<file path="config.mk">
export PLATFORM = sky130hd
export DESIGN_NAME = pixel_point_enhancer
export DESIGN_NICKNAME = d
export VERILOG_FILES = /design/src/rtl/pxe_pkg.sv /design/src/rtl/pxe_sat_adj.sv /design/src/rtl/pxe_chan_op.sv /design/src/rtl/pixel_point_enhancer.sv
export SDC_FILE = /design/constraint.sdc
export NUM_CORES = 1
export LEC_CHECK = 0
export BUFFER_PORTS_ARGS = -buffer_cell sky130_fd_sc_hd__buf_2
export CORE_MARGIN = 1
export CORE_UTILIZATION = 53
export CTS_CLUSTER_DIAMETER = 40
export DETAILED_ROUTE_END_ITERATION = 8
export PLACE_DENSITY = 0.75
export RECOVER_POWER = 100
export SLEW_MARGIN = 15
export SYNTH_ARGS = -nofsm -noshare
export SYNTH_HDL_FRONTEND = slang
export SYNTH_HIERARCHICAL = 1
export SYNTH_SLANG_ARGS = --single-unit
export TNS_END_PERCENT = 1
</file>
<file path="constraint.sdc">
create_clock -name clk -period 1 [get_ports clk]
set_input_delay 0.1 -clock clk [delete_from_list [all_inputs] [get_ports clk]]
set_output_delay 0.1 -clock clk [all_outputs]
set_load 0.03 [all_outputs]
</file>
<file path="src/rtl/pxe_pkg.sv">
package pxe_pkg;

   typedef enum logic [1:0] {
      OP_BRIGHT = 2'b00,
      OP_NEGATE = 2'b01,
      OP_THRESH = 2'b10,
      OP_PASS   = 2'b11
   } pxe_op_e;

endpackage

</file>
<file path="src/rtl/pxe_sat_adj.sv">
// Saturating add or subtract of an unsigned constant on one channel.
module pxe_sat_adj #(
   parameter int W = 8
) (
   input  logic [W-1:0] x,
   input  logic [W-1:0] amt,
   input  logic         up,
   output logic [W-1:0] y
);
   localparam logic [W-1:0] TOP = {W{1'b1}};

   logic [W:0] sum_w;
   logic [W:0] dif_w;

   always_comb begin
      sum_w = {1'b0, x} + {1'b0, amt};
      dif_w = {1'b0, x} - {1'b0, amt};
      if (up)
         y = sum_w[W] ? TOP : sum_w[W-1:0];
      else
         y = dif_w[W] ? '0 : dif_w[W-1:0];
   end
endmodule

</file>
<file path="src/rtl/pxe_chan_op.sv">
// One channel: all four point operations and the selecting mux.
module pxe_chan_op
   import pxe_pkg::*;
#(
   parameter int W = 8
) (
   input  logic [W-1:0] x,
   input  pxe_op_e      op,
   input  logic [W-1:0] amt,
   input  logic         up,
   input  logic [W-1:0] level,
   output logic [W-1:0] y
);
   localparam logic [W-1:0] TOP = {W{1'b1}};

   logic [W-1:0] adj_y;

   pxe_sat_adj #(.W(W)) adj_i (
      .x  (x),
      .amt(amt),
      .up (up),
      .y  (adj_y)
   );

   always_comb begin
      unique case (op)
         OP_BRIGHT: y = adj_y;
         OP_NEGATE: y = TOP - x;
         OP_THRESH: y = (x > level) ? TOP : '0;
         default:   y = x;
      endcase
   end
endmodule

</file>
<file path="src/rtl/pixel_point_enhancer.sv">
module pixel_point_enhancer
   import pxe_pkg::*;
#(
   parameter int CHAN_W = 8,
   parameter int CHANS  = 3,
   parameter int LANES  = 2
) (
   input  logic                              clk,
   input  logic                              rst_n,
   input  logic                              in_valid,
   input  logic [LANES*CHANS*CHAN_W-1:0]     in_pix,
   input  logic [1:0]                        op_sel,
   input  logic [CHAN_W-1:0]                 bright_amt,
   input  logic                              bright_up,
   input  logic [CHAN_W-1:0]                 thr_level,
   output logic                              out_valid,
   output logic [LANES*CHANS*CHAN_W-1:0]     out_pix
);
   localparam int NCH   = LANES * CHANS;
   localparam int BUS_W = NCH * CHAN_W;

   if (CHAN_W < 2 || CHAN_W > 16) begin : g_bad_w
      $error("pixel_point_enhancer: CHAN_W out of range");
   end
   if (CHANS < 1 || LANES < 1) begin : g_bad_n
      $error("pixel_point_enhancer: CHANS and LANES must be positive");
   end

   pxe_op_e          op_e;
   logic [BUS_W-1:0] res_c;

   assign op_e = pxe_op_e'(op_sel);

   for (genvar k = 0; k < NCH; k++) begin : g_ch
      pxe_chan_op #(.W(CHAN_W)) op_i (
         .x    (in_pix[k*CHAN_W +: CHAN_W]),
         .op   (op_e),
         .amt  (bright_amt),
         .up   (bright_up),
         .level(thr_level),
         .y    (res_c[k*CHAN_W +: CHAN_W])
      );
   end

   always_ff @(posedge clk or negedge rst_n) begin
      if (!rst_n) begin
         out_valid <= 1'b0;
         out_pix   <= '0;
      end else begin
         out_valid <= in_valid;
         if (in_valid)
            out_pix <= res_c;
      end
   end

   // Checks. armed rises one edge after reset, so every $past refers to a post-reset cycle.
   logic armed;
   always_ff @(posedge clk or negedge rst_n) begin
      if (!rst_n) armed <= 1'b0;
      else        armed <= 1'b1;
   end

   assert_valid_lag_R8: assert property (@(posedge clk) disable iff (!rst_n)
      armed |-> out_valid == $past(in_valid));

   assert_reg_hold_R9: assert property (@(posedge clk) disable iff (!rst_n)
      (armed && !$past(in_valid)) |-> $stable(out_pix));

   for (genvar k = 0; k < NCH; k++) begin : g_chk
      assert_bright_up_R2: assert property (@(posedge clk) disable iff (!rst_n)
         (armed && $past(in_valid) && $past(op_sel) == 2'b00 && $past(bright_up))
         |-> out_pix[k*CHAN_W +: CHAN_W] >= $past(in_pix[k*CHAN_W +: CHAN_W]));

      assert_bright_down_R3: assert property (@(posedge clk) disable iff (!rst_n)
         (armed && $past(in_valid) && $past(op_sel) == 2'b00 && !$past(bright_up))
         |-> out_pix[k*CHAN_W +: CHAN_W] <= $past(in_pix[k*CHAN_W +: CHAN_W]));

      assert_negate_R5: assert property (@(posedge clk) disable iff (!rst_n)
         (armed && $past(in_valid) && $past(op_sel) == 2'b01)
         |-> out_pix[k*CHAN_W +: CHAN_W] == ~$past(in_pix[k*CHAN_W +: CHAN_W]));

      assert_thresh_two_level_R6: assert property (@(posedge clk) disable iff (!rst_n)
         (armed && $past(in_valid) && $past(op_sel) == 2'b10)
         |-> (out_pix[k*CHAN_W +: CHAN_W] == '0 ||
              out_pix[k*CHAN_W +: CHAN_W] == {CHAN_W{1'b1}}));

      assert_pass_R7: assert property (@(posedge clk) disable iff (!rst_n)
         (armed && $past(in_valid) && $past(op_sel) == 2'b11)
         |-> out_pix[k*CHAN_W +: CHAN_W] == $past(in_pix[k*CHAN_W +: CHAN_W]));
   end
endmodule

</file>
==> reports/qor.csv <==
stage,metric,value,unit
status,status,"finished, violations left",
status,violations,setup timing,
clock_tree,clkTransAtPathRegs,0.07,ns
yosys,synth_nets,1438,
global_routing,grt_pass1_vias,11500,
yosys,netlist.area_leader.share,0.188,
clock_tree,numCtsBuffers,5,
setup_path,arrival,2.38,ns
die,dieArea,0.0194,mm²
global_routing,grt_pass1_wl,58400,µm
routing,vias,11500,
setup_path,worstPathRequired,1.19,ns
placed_design,pre_cts_ws,-1.88,ns
power,vdd.ir_drop.worst,0.000961,V
setup_path,reg2reg_depth,1,
sta,min_period,2.19,ns
clock_tree,clockBufferDepth,2,
setup_path,critical-path-max-stage-delay,0.35,ns
routing,vias_per_cell,6.12,
finish,drive_gt1_frac,0.471,
die,row_count,49,
yosys,synth_enable_flop_cells,0,
die,start_util,0.548,
global_routing,grt_antenna_before_repair,0,
yosys,syn_area,0.00999,mm²
min_path,hp-class,primary input to flop,
setup_path,crit_type,primary input to flop,
yosys,yosys.cell_types.count,51,
yosys,synthTopCellsByCount,"ha_1, inv_1, a21oi_1",
clock_tree,cts_tree,built,
die,io_pins,119,
setup_path,critPathBufInv,3,
sta,slew_headroom,0.629,
yosys,synthCells,1206,
placed_design,gp_congestion,0.993,
die,die_y,139,µm
min_path,min_path_cells,2,
yosys,yosysSeqAreaShare,0.123,
yosys,synthFlopType,dfrtp_1,
finish,syn_to_final_growth,47.6,%
setup_path,path_cells,"buf_8, inv_4, ha_4, inv_2, fa_2, a211o_1, a21boi_2, o21a_1, and2_4, a211oi_4, o211ai_1, a21oi_1, mux2_4",
sta,worst_pin_slew,0.556,ns
yosys,avgSynthCellArea,8.28,µm²
yosys,synth_top_area_cell,ha_1,
global_routing,grt_usage,0.376,
setup_path,setup.worst_path.start_class,primary input,
yosys,synth_warnings,6,
sta,setup_slack,-1.19,ns
sta,whs,0.212,ns
clock_tree,clk_latency,0.30,ns
routing,drt_iter0_markers,694,
global_routing,grt_max_degree,50,
yosys,async_reset_ff_frac,1.00,
clock_tree,cts_root_buf,clkbuf_16,
setup_path,critical-path-top-delay-family,compound AO/OA/AOI/OAI gates,
clock_tree,cts_sinks,49,
sta,slew_viol_final,0,
power,p_leak,7.01,nW
sta,rsz0062_at_grt,yes,
power,power_per_cell_area,968,mW/mm²
placed_design,portBuffers,118,
setup_path,crit_cells,13,
finish,nets,1878,
setup_path,crit_fanout,4,
routing,drc,0,
sta,final-hold-violation-count,0,
routing,wl_per_cell,19.6,µm
die,die_w,139,µm
clock_tree,htreeDepth,2,
die,core-area,0.0182,mm²
sta,setup_viol,50,
routing,postRouteAntennaNets,0,
finish,fin_util,0.809,
yosys,synth_area_leaders,"ha_1, dfrtp_1, a21oi_1",
routing,drt_wl_total,36800,µm
placed_design,hpwlAfterDp,27000,µm
setup_path,endpoint_kind,flop,
sta,clock_skew,0,ns
setup_path,slowest_stage,fa_2,
yosys,ys_ff_latch,49,
sta,period_share,2.19,
finish,insertedDiodeCount,0,
finish,fill_cells,1176,
finish,final_cell_area,0.0147,mm²
power,power,14.3,mW
flow_run,drv_cap,0,
routing,drtPass1Iterations,7,
yosys,synth.most_common_cell,ha_1,
global_routing,grt_overflow,0,
placed_design,place_area,0.0134,mm²
sta,fmax,457,MHz
==> flip-flops by register name, summed over array words and instances, names as in the netlist <==
signal / flops
out_pix: 48
out_valid: 1
==> placed cells by master, fill, tap and decap left out, drive strengths merged, types with 12 or more instances in the layout <==
cell type / count
a211oi: 18
nor3: 18
o21a: 24
dfrtp: 49
o31ai: 24
o21ai: 60
o311a: 12
o211ai: 54
nor2: 102
buf: 476
ha: 150
nor2b: 24
clkbuf: 15
nand2: 108
inv: 144
o41ai: 12
fa: 12
a21o: 18
a221oi: 30
nand4: 12
mux2: 48
o221ai: 12
a21oi: 144
==> layout make-up <==
type / instances / area, µm² / share of cell area
timing repair buffer: 486 / 3750 / 0.255
clock inverter: 2 / 37.5 / 0.00255
clock buffer: 6 / 139 / 0.00943
multi-input combinational: 960 / 8740 / 0.593
inverter: 144 / 556 / 0.0377
sequential: 49 / 1230 / 0.0833
tap: 229 / 287 / 0.0194
==> per-layer routing <==
layer | vias to the layer above | wire length (µm) | track usage
li1 | 5294 | - | -
met5 | - | 0 | 0
met3 | 147 | 3140 | 0.0592
met4 | 0 | 1410 | 0.157
met2 | 640 | 17700 | 0.661
met1 | 5401 | 14600 | 0.454
==> where the power goes <==
group / total (mW) / leakage [nW] / switching, mW / internal, mW
sequential: 2.67 / 0.580 / 0.310 / 2.36
combinational: 9.50 / 6.34 / 5.07 / 4.42
clock: 2.10 / 0.0831 / 0.848 / 1.25
total: 14.3 / 7.01 / 6.23 / 8.03
==> cell families (layout without fill, tap and decap cells) <==
kind of cell | Yosys count | in the layout | share of synthesized area
simple gates | 288 | 288 | 0.142
buf+inv | 197 | 638 | 0.0954
mux | 48 | 48 | 0.0616
compound gates | 462 | 462 | 0.366
fa+ha+maj | 162 | 162 | 0.212
flops | 49 | 49 | 0.123
==> final timing paths <==
check,slack (ns),to,from
min in group asynchronous,0.42,out_pix[18]$_DFFE_PN0P_,rst_n
max,-1.19,out_pix[19]$_DFFE_PN0P_,in_pix[16]
min,0.21,out_valid$_DFF_PN0_,in_valid
max reg2reg,0.15,out_pix[39]$_DFFE_PN0P_,out_pix[39]$_DFFE_PN0P_
max in group asynchronous,0.15,out_pix[39]$_DFFE_PN0P_,rst_n
min reg2reg,0.51,out_pix[11]$_DFFE_PN0P_,out_pix[11]$_DFFE_PN0P_
==> stage by stage <==
stage / TNS, ns / cells
final: -53.82 / 1876
after global routing: -58.03 / 1876
after CTS: -52.10 / 1873
after detailed placement: -82.61 / 1850
after global placement: -80.74 / 1850
after floorplan: -52.76 / 1206
==> what timing repair did <==
item | 4_1_cts | 5_1_grt
cloned | 1 | 0
buffers inserted | 13 | 3
setup endpoints to repair | 63 | 69
hold buffers | 1 | 0
pin swaps | 140 | 36
resized for setup | 197 | 37
endpoints found under the hold margin | 49 | 0
Note: power is estimated with default switching activity, not from simulation.
